<file path="config.mk">
export PLATFORM = sky130hd
export DESIGN_NAME = wide_reg_bridge
export DESIGN_NICKNAME = d
export VERILOG_FILES = /design/src/rtl/wide_reg_bridge_pkg.sv /design/src/rtl/wbr_rst_sync.sv /design/src/rtl/wbr_addr_decode.sv /design/src/rtl/wbr_hold_reg.sv /design/src/rtl/wbr_read_mux.sv /design/src/rtl/wide_reg_bridge.sv
export SDC_FILE = /design/constraint.sdc
export NUM_CORES = 1
export LEC_CHECK = 0
export BUFFER_PORTS_ARGS = -buffer_cell sky130_fd_sc_hd__buf_2
export CAP_MARGIN = 20
export CORE_AREA = 4 4 82 61
export CTS_CLUSTER_SIZE = 8
export DETAILED_ROUTE_END_ITERATION = 7
export DIE_AREA = 0 0 86 65
export GPL_TIMING_DRIVEN = 0
export PLACE_DENSITY = 0.77
export SKIP_CTS_REPAIR_TIMING = 1
export SYNTH_ARGS = -nofsm -noshare
export SYNTH_HDL_FRONTEND = slang
export SYNTH_SLANG_ARGS = --single-unit
</file>
<file path="constraint.sdc">
create_clock -name clk -period 1.2 [get_ports clk]
set_input_delay 0.06 -clock clk [delete_from_list [all_inputs] [get_ports clk]]
set_output_delay 0.06 -clock clk [all_outputs]
set_load 0.01 [all_outputs]
</file>
<file path="src/rtl/wide_reg_bridge_pkg.sv">
package wide_reg_bridge_pkg;
  typedef logic [7:0]  byte_t;
  typedef logic [15:0] word_t;

  localparam int unsigned WORD_W = 16;
  localparam int unsigned BYTE_W = 8;

  function automatic int unsigned idx_width(input int unsigned n);
    return (n > 1) ? $clog2(n) : 1;
  endfunction
endpackage

</file>
<file path="src/rtl/wbr_rst_sync.sv">
module wbr_rst_sync #(
  parameter int unsigned STAGES = 2
) (
  input  logic clk,
  input  logic rst_n,
  output logic rst_n_sync
);
  logic [STAGES-1:0] chain_q;
  logic [STAGES-1:0] chain_d;

  always_comb begin
    chain_d = {chain_q[STAGES-2:0], 1'b1};
  end

  always_ff @(posedge clk or negedge rst_n) begin
    if (!rst_n) chain_q <= '0;
    else        chain_q <= chain_d;
  end

  assign rst_n_sync = chain_q[STAGES-1];
endmodule

</file>
<file path="src/rtl/wbr_addr_decode.sv">
module wbr_addr_decode #(
  parameter int unsigned ADDR_W   = 4,
  parameter int unsigned NUM_REGS = 3,
  parameter int unsigned IDX_W    = 2
) (
  input  logic [ADDR_W-1:0] addr,
  output logic              hit,
  output logic              is_hi,
  output logic [IDX_W-1:0]  idx
);
  logic [ADDR_W-2:0] word_addr;

  always_comb begin
    word_addr = addr[ADDR_W-1:1];
    is_hi     = addr[0];
    hit       = (word_addr < (ADDR_W-1)'(NUM_REGS));
    idx       = word_addr[IDX_W-1:0];
  end
endmodule

</file>
<file path="src/rtl/wbr_hold_reg.sv">
module wbr_hold_reg
  import wide_reg_bridge_pkg::*;
(
  input  logic  clk,
  input  logic  rst_n,
  input  logic  set_en,
  input  byte_t set_val,
  output byte_t hold_q
);
  byte_t hold_d;

  always_comb begin
    hold_d = hold_q;
    if (set_en) hold_d = set_val;
  end

  always_ff @(posedge clk or negedge rst_n) begin
    if (!rst_n) hold_q <= '0;
    else        hold_q <= hold_d;
  end
endmodule

</file>
<file path="src/rtl/wbr_read_mux.sv">
module wbr_read_mux
  import wide_reg_bridge_pkg::*;
#(
  parameter int unsigned NUM_REGS = 3,
  parameter int unsigned IDX_W    = 2
) (
  input  logic                     rd_en,
  input  logic                     hit,
  input  logic                     is_hi,
  input  logic                     latched,
  input  logic [IDX_W-1:0]         idx,
  input  byte_t                    hold_q,
  input  logic [16*NUM_REGS-1:0]   reg_val,
  output word_t                    sel_word,
  output byte_t                    rdata
);
  always_comb begin
    sel_word = '0;
    for (int unsigned i = 0; i < NUM_REGS; i++) begin
      if (idx == IDX_W'(i)) sel_word = reg_val[i*WORD_W +: WORD_W];
    end
  end

  always_comb begin
    rdata = '0;
    if (rd_en && hit) begin
      if (!is_hi)       rdata = sel_word[7:0];
      else if (latched) rdata = hold_q;
      else              rdata = sel_word[15:8];
    end
  end
endmodule

</file>
<file path="src/rtl/wide_reg_bridge.sv">
module wide_reg_bridge
  import wide_reg_bridge_pkg::*;
#(
  parameter int unsigned ADDR_W      = 4,
  parameter int unsigned NUM_REGS    = 3,
  parameter logic [NUM_REGS-1:0] DIRECT_MASK = 3'b110
) (
  input  logic                   clk,
  input  logic                   rst_n,
  input  logic [ADDR_W-1:0]      addr,
  input  logic [7:0]             wdata,
  input  logic                   wr_en,
  input  logic                   rd_en,
  input  logic                   cap_mode,
  output logic [7:0]             rdata,
  output logic [NUM_REGS-1:0]    ld_en,
  output logic [16*NUM_REGS-1:0] ld_val,
  input  logic [16*NUM_REGS-1:0] reg_val
);
  localparam int unsigned IDX_W = idx_width(NUM_REGS);

  logic             rst_sync_n;
  logic             hit;
  logic             is_hi;
  logic [IDX_W-1:0] idx;
  logic             latched;
  logic             wr_hi;
  logic             wr_lo;
  logic             rd_cap;
  logic             hold_set;
  byte_t            hold_nxt;
  byte_t            hold_q;
  word_t            sel_word;

  wbr_rst_sync #(.STAGES(2)) u_rst (
    .clk       (clk),
    .rst_n     (rst_n),
    .rst_n_sync(rst_sync_n)
  );

  wbr_addr_decode #(.ADDR_W(ADDR_W), .NUM_REGS(NUM_REGS), .IDX_W(IDX_W)) u_dec (
    .addr (addr),
    .hit  (hit),
    .is_hi(is_hi),
    .idx  (idx)
  );

  always_comb begin
    latched  = cap_mode || !DIRECT_MASK[idx];
    wr_hi    = wr_en && hit && is_hi;
    wr_lo    = wr_en && hit && !is_hi;
    rd_cap   = rd_en && !wr_en && hit && !is_hi && latched;
    hold_set = wr_hi || rd_cap;
    hold_nxt = wr_hi ? wdata : sel_word[15:8];
  end

  wbr_hold_reg u_hold (
    .clk    (clk),
    .rst_n  (rst_sync_n),
    .set_en (hold_set),
    .set_val(hold_nxt),
    .hold_q (hold_q)
  );

  wbr_read_mux #(.NUM_REGS(NUM_REGS), .IDX_W(IDX_W)) u_rmux (
    .rd_en   (rd_en),
    .hit     (hit),
    .is_hi   (is_hi),
    .latched (latched),
    .idx     (idx),
    .hold_q  (hold_q),
    .reg_val (reg_val),
    .sel_word(sel_word),
    .rdata   (rdata)
  );

  for (genvar i = 0; i < NUM_REGS; i++) begin : g_load
    assign ld_en[i]                   = wr_lo && (idx == IDX_W'(i));
    assign ld_val[i*WORD_W +: WORD_W] = {hold_q, wdata};
  end
endmodule

</file>
## After elaboration in Yosys (flattened, before gate mapping)

Index checks and enable logic that the tools add are counted.
W data, S select, Z words.

| operators by class | value |
|---|---|
| $lt $le $gt $ge | 2 |
| equal/unequal tests | 2 |
| muxes and demuxes | 9 |
| reductions and logical operators | 17 |

Operators by type and width:

| kind | count |
|---|---|
| $mux W16 | 3 |
| $mux W8 | 4 |
| $logic_and A1 B1 Y1 | 11 |
| $logic_not A1 Y1 | 3 |
| $lt A2 B3 Y1 const B | 1 |
| $lt A3 B2 Y1 const B | 1 |
| $bmux W1 S2 | 1 |
| $eq A2 B1 Y1 const B | 1 |
| $eq A2 B2 Y1 const B | 1 |
| $logic_not A2 Y1 | 1 |
| $logic_or A1 B1 Y1 | 2 |
| $mux W1 | 1 |

| word-level totals | value |
|---|---|
| flip-flop bits (word level) | 10 |
| input bits | 65 |
| output and inout bits | 59 |
| logic and storage cells | 32 |

## Depth between registers and ports, before layout

| logic depth | value |
|---|---|
| depth in word-level cells | 7 |
| mapped depth | 8 |

## Cells and area by module

A second synthesis with hierarchy kept.

| unflattened totals | value |
|---|---|
| cell total of the unflattened synthesis | 161 |
| area, all modules | 1,596.5 um2 |

Modules (own cells, without submodules):

| module | times used | cells each | area each (um2) |
|---|---|---|---|
| wbr_read_mux | 1 | 76 | 669.4 |
| wide_reg_bridge | 1 | 61 | 510.5 |
| wbr_hold_reg | 1 | 17 | 331.6 |
| wbr_rst_sync | 1 | 3 | 53.8 |
| wbr_addr_decode | 1 | 4 | 31.3 |

## Worst setup path after synthesis

Ideal clock, no wire load.

| timing | value |
|---|---|
| path kind | input -> output |
| start point | input port addr[1] |
| end point | output port rdata[6] |
| data arrival time | 1.302 ns |
| slack | -0.162 ns |
| stages on the path | 6 |
| path buffers | 1 |
| path through | inv_1 ha_1 nand2b_1 buf_2 a221o_1 a311oi_1 |

| on the way | value |
|---|---|
| word-level cells in the longest chain between the ends | 7 |
| elaborated cells on any way between the ends | 15 |

RTL lines:

| element | line | RTL |
|---|---|---|
| start, declared | wide_reg_bridge.sv:10 | `input logic [ADDR_W-1:0] addr,` |
| $logic_not A2 Y1 or $bmux W1 S2 (tied branches) | wbr_read_mux.sv:20, wide_reg_bridge.sv:49 |  |
| $mux W16 or $mux W1 (tied branches) | wbr_read_mux.sv:20, wide_reg_bridge.sv:49 |  |
| $mux W16 or $logic_not A1 Y1 (tied branches) | wbr_read_mux.sv:20, wide_reg_bridge.sv:49 |  |
| $mux W16 or $logic_or A1 B1 Y1 (tied branches) | wbr_read_mux.sv:20, wide_reg_bridge.sv:49 |  |
| $mux W8 | wbr_read_mux.sv:28 | `else if (latched) rdata = hold_q;` |
| $mux W8 | wbr_read_mux.sv:27 | `if (!is_hi) rdata = sel_word[7:0];` |
| $mux W8 * | wbr_read_mux.sv:26 | `if (rd_en && hit) begin` |
| end, declared | wide_reg_bridge.sv:15 | `output logic [7:0] rdata,` |

Mark *: on every way between the ends. The rest lies on a longest branch, timed or not. The select of a mux whose other input is x is not followed.

## Worst setup path in the final report

| timing | value |
|---|---|
| start point | input port addr[2] |
| end point | output port rdata[5] |

Same word-level chain as after synthesis.

==> summary.md <==
| Metric | Value |
|---|---|
| Global Route Usage Sum | `18.1%` |
| Vias per std cell | `5.03` |
| Static Leak | `1.27 nW` |
| RSZ-0062 raised after global routing | `yes` |
| Syn Nets | `257` |
| Ys flop type | `dfrtp_1` |
| Cells on worst reg2reg path | `1` |
| Chip height | `65 µm` |
| Die Footprint | `5590 µm²` |
| Die width | `86 µm` |
| Proportion of layout cells with a drive suffix above 1 | `65.6%` |
| Synth area leader | `buf_4` |
| Combinational power share | `55.6%` |
| Switch Pwr | `0.736 mW` |
| Setup TNS | `-2.10 ns` |
| CTS HTree Levels | `1` |
| Final setup vio count | `8` |
| Failing checks | `setup timing` |
| Syn Inst Count | `189` |
| Initial Util | `33.5%` |
| Buffers on Ports | `123` |
| Worst setup EP type | `primary output` |
| Async S/R FF share, synth | `100%` |
| Nets | `395` |
| Vias in the first global route | `1,703` |
| Worst-Skew Late Latency | `0.23 ns` |
| DP Wirelength | `4.45 mm` |
| # clock sinks | `10` |
| Critical path data arrival time | `1.42 ns` |
| Cell variety after synth | `27` |
| Pre-CTS setup slack | `-0.533 ns` |
| Final worst setup slack | `-0.279 ns` |
| Global-route wire length before repair | `8.05 mm` |
| Hold Path Stages | `2` |
| Worst-path clk slew | `0.05 ns` |
| Fraction of power consumed by sequential logic | `23.9%` |
| CP Launch Type | `input port` |
| Crit Path Category | `input port to primary output` |
| Total of max-cap violations | `0` |
| Pwr dens | `837 nW/µm²` |
| Num rows | `20` |
| Diode count | `0` |
| Drt drc | `0` |
| Final Max Slew Viols | `0` |
| Final setup skew | `0.00107 ns` |
| Via count | `1,915` |
| Clock power frac | `20.5%` |
| Synth Warn # | `0` |
| Worst hold margin | `0.111 ns` |
| EDFF count, synth | `0` |
| Cell Area, Synth | `1420 µm²` |
| Filler Cell Count | `402` |
| Core footprint | `4230 µm²` |
| Initial antenna violation count | `0` |
| Power Total | `2.04 mW` |
| Final instance area | `2440 µm²` |
| I/O pin cnt | `124` |
| Hold Path Class | `input port to flop` |
| Net Sw Frac | `36.0%` |
| Status | `finished with violations` |
| Final hold vios | `0` |
| Maximum fanout along the worst path | `10` |
| Critical path required time | `1.14 ns` |
| Max VDD drop | `0.655 mV` |
| Seq/Total Area, Yosys | `17.7%` |
| Synthesized area per cell | `7.50 µm²` |
| Num CTS Buffers | `3` |
| CTS tree | `built` |
| Largest net degree at the start of global routing | `11` |
| Drt first pass iters | `4` |
| Internal Power | `1.31 mW` |
| Period utilization | `123%` |
| Post-DP Area | `2200 µm²` |
| Period minus WS final | `1.48 ns` |
| Clock Tree Root | `clkbuf_8` |
| Total global routing overflow | `0` |
| Fmax | `676 MHz` |
| Synth top area cells | `buf_4 (22%), dfrtp_1 (18%), nand3b_1 (8.5%), a21oi_1 (7.1%), a221o_1 (7.1%)` |
| Synth Register Bits | `10` |
| Synth-to-layout area growth | `72.1%` |
| Post-Route WL | `5.61 mm` |
| Top-area cell type share of the netlist area | `21.7%` |
| DR WL/cell | `14.7 µm` |
| GP Congestion | `0.827` |
| Max Buffers Root-to-Sink | `2` |
| Starting DRC count in detailed routing | `118` |
| Detail Route Antenna Nets | `0` |
synthesized netlist by cell type, drive strengths merged, types with 2 or more instances:
cell type  instances
dfrtp             10
buf               52
ha                 3
a31oi              2
a21oi             21
a221o             10
inv                8
a221oi             5
a311oi             8
nor2b              4
nor2               4
and2               4
clkbuf             3
nand3b            16
nand2             25
a211oi             8
area by class of cell:
class	instances	area [µm²]	area share [%]
multi-input combinational	116	882	36.2
timing repair buffer	135	724	29.7
inverter	8	45.0	1.85
tap	55	68.8	2.82
sequential	10	250	10.3
buffer	53	414	17.0
clock buffer	4	55.1	2.26
cell usage in the layout, fill, tap and decap left out:
master,Yosys,layout
and2_1,4,3
a21oi_2,0,3
buf_2,8,126
dfrtp_1,10,10
conb_1,1,1
nand2b_4,0,1
nand2_1,25,25
nand4_1,1,1
o22ai_1,1,1
clkbuf_8,0,4
buf_4,41,51
dlygate4sd3_1,0,1
a221oi_1,5,4
a21oi_4,1,1
clkbuf_4,0,1
and3_1,1,1
ha_4,0,3
a31oi_1,2,2
and2_2,0,1
buf_12,0,1
buf_6,1,6
a221o_1,10,10
a211oi_2,0,2
a221oi_2,0,1
a21oi_1,20,17
nor2_1,4,4
nand3_2,1,1
inv_1,8,6
clkbuf_2,1,1
buf_8,0,1
a311oi_2,0,8
inv_4,0,1
nand3b_1,16,16
nor2b_1,4,4
a211oi_1,8,6
inv_12,0,1
power groups by stage:
stage	clock network, mW	logic (mW)	registers, mW
global route	0.447	1.23	0.502
global placement	0	1.05	0.491
finish	0.419	1.13	0.488
CTS	0.437	1.07	0.489
detailed placement	0	1.07	0.494
floorplan	0	0.616	0.501
critical path, cell delays in order:
cell	delay (ns)
buf_12	0.10
inv_12	0.03
ha_4	0.18
buf_8	0.15
nand3b_1	0.17
a221o_1	0.31
a311oi_2	0.23
buf_2	0.17
final timing paths:
check / slack [ns] / to / start
worst min register to register: 0.15 / u_hold.hold_q[6]$_DFFE_PN0P_ / u_rst.chain_q[1]$_DFF_PN0_
min in group asynchronous: 0.14 / u_rst.chain_q[0]$_DFF_PN0_ / rst_n
worst min-delay path: 0.11 / u_hold.hold_q[5]$_DFFE_PN0P_ / wdata[5]
worst max register to register: 0.31 / u_hold.hold_q[4]$_DFFE_PN0P_ / u_hold.hold_q[4]$_DFFE_PN0P_
worst max-delay path: -0.28 / rdata[5] / addr[2]
max in group asynchronous: 0.79 / u_hold.hold_q[1]$_DFFE_PN0P_ / u_rst.chain_q[1]$_DFF_PN0_
layer usage:
metal | share of wire (%) | global-route usage [%]
met3 | 11 | 4.96
met1 | 42 | 22.6
met4 | 0.48 | 1.78
met2 | 47 | 32.2
met5 | 0 | 0
sequential cells by signal, summed over array words and instances (netlist names):
signal,cells
u_hold.hold_q,8
u_rst.chain_q,2
per-stage QoR:
stage	utilization (%)	cells
after global placement	52.1	367
after CTS	53.4	371
after floorplan	-	189
after detailed placement	52.1	367
final	57.7	381
after global routing	57.7	381
logic make-up after synthesis:
| group | share of synthesized area [%] |
|---|---|
| buf+inv | 28.9 |
| flops | 17.7 |
| fa+ha+maj | 2.65 |
| other cells | 0.265 |
| compound gates | 28.9 |
| simple gates | 21.7 |
No activity file was read; power rests on OpenSTA's default activity.
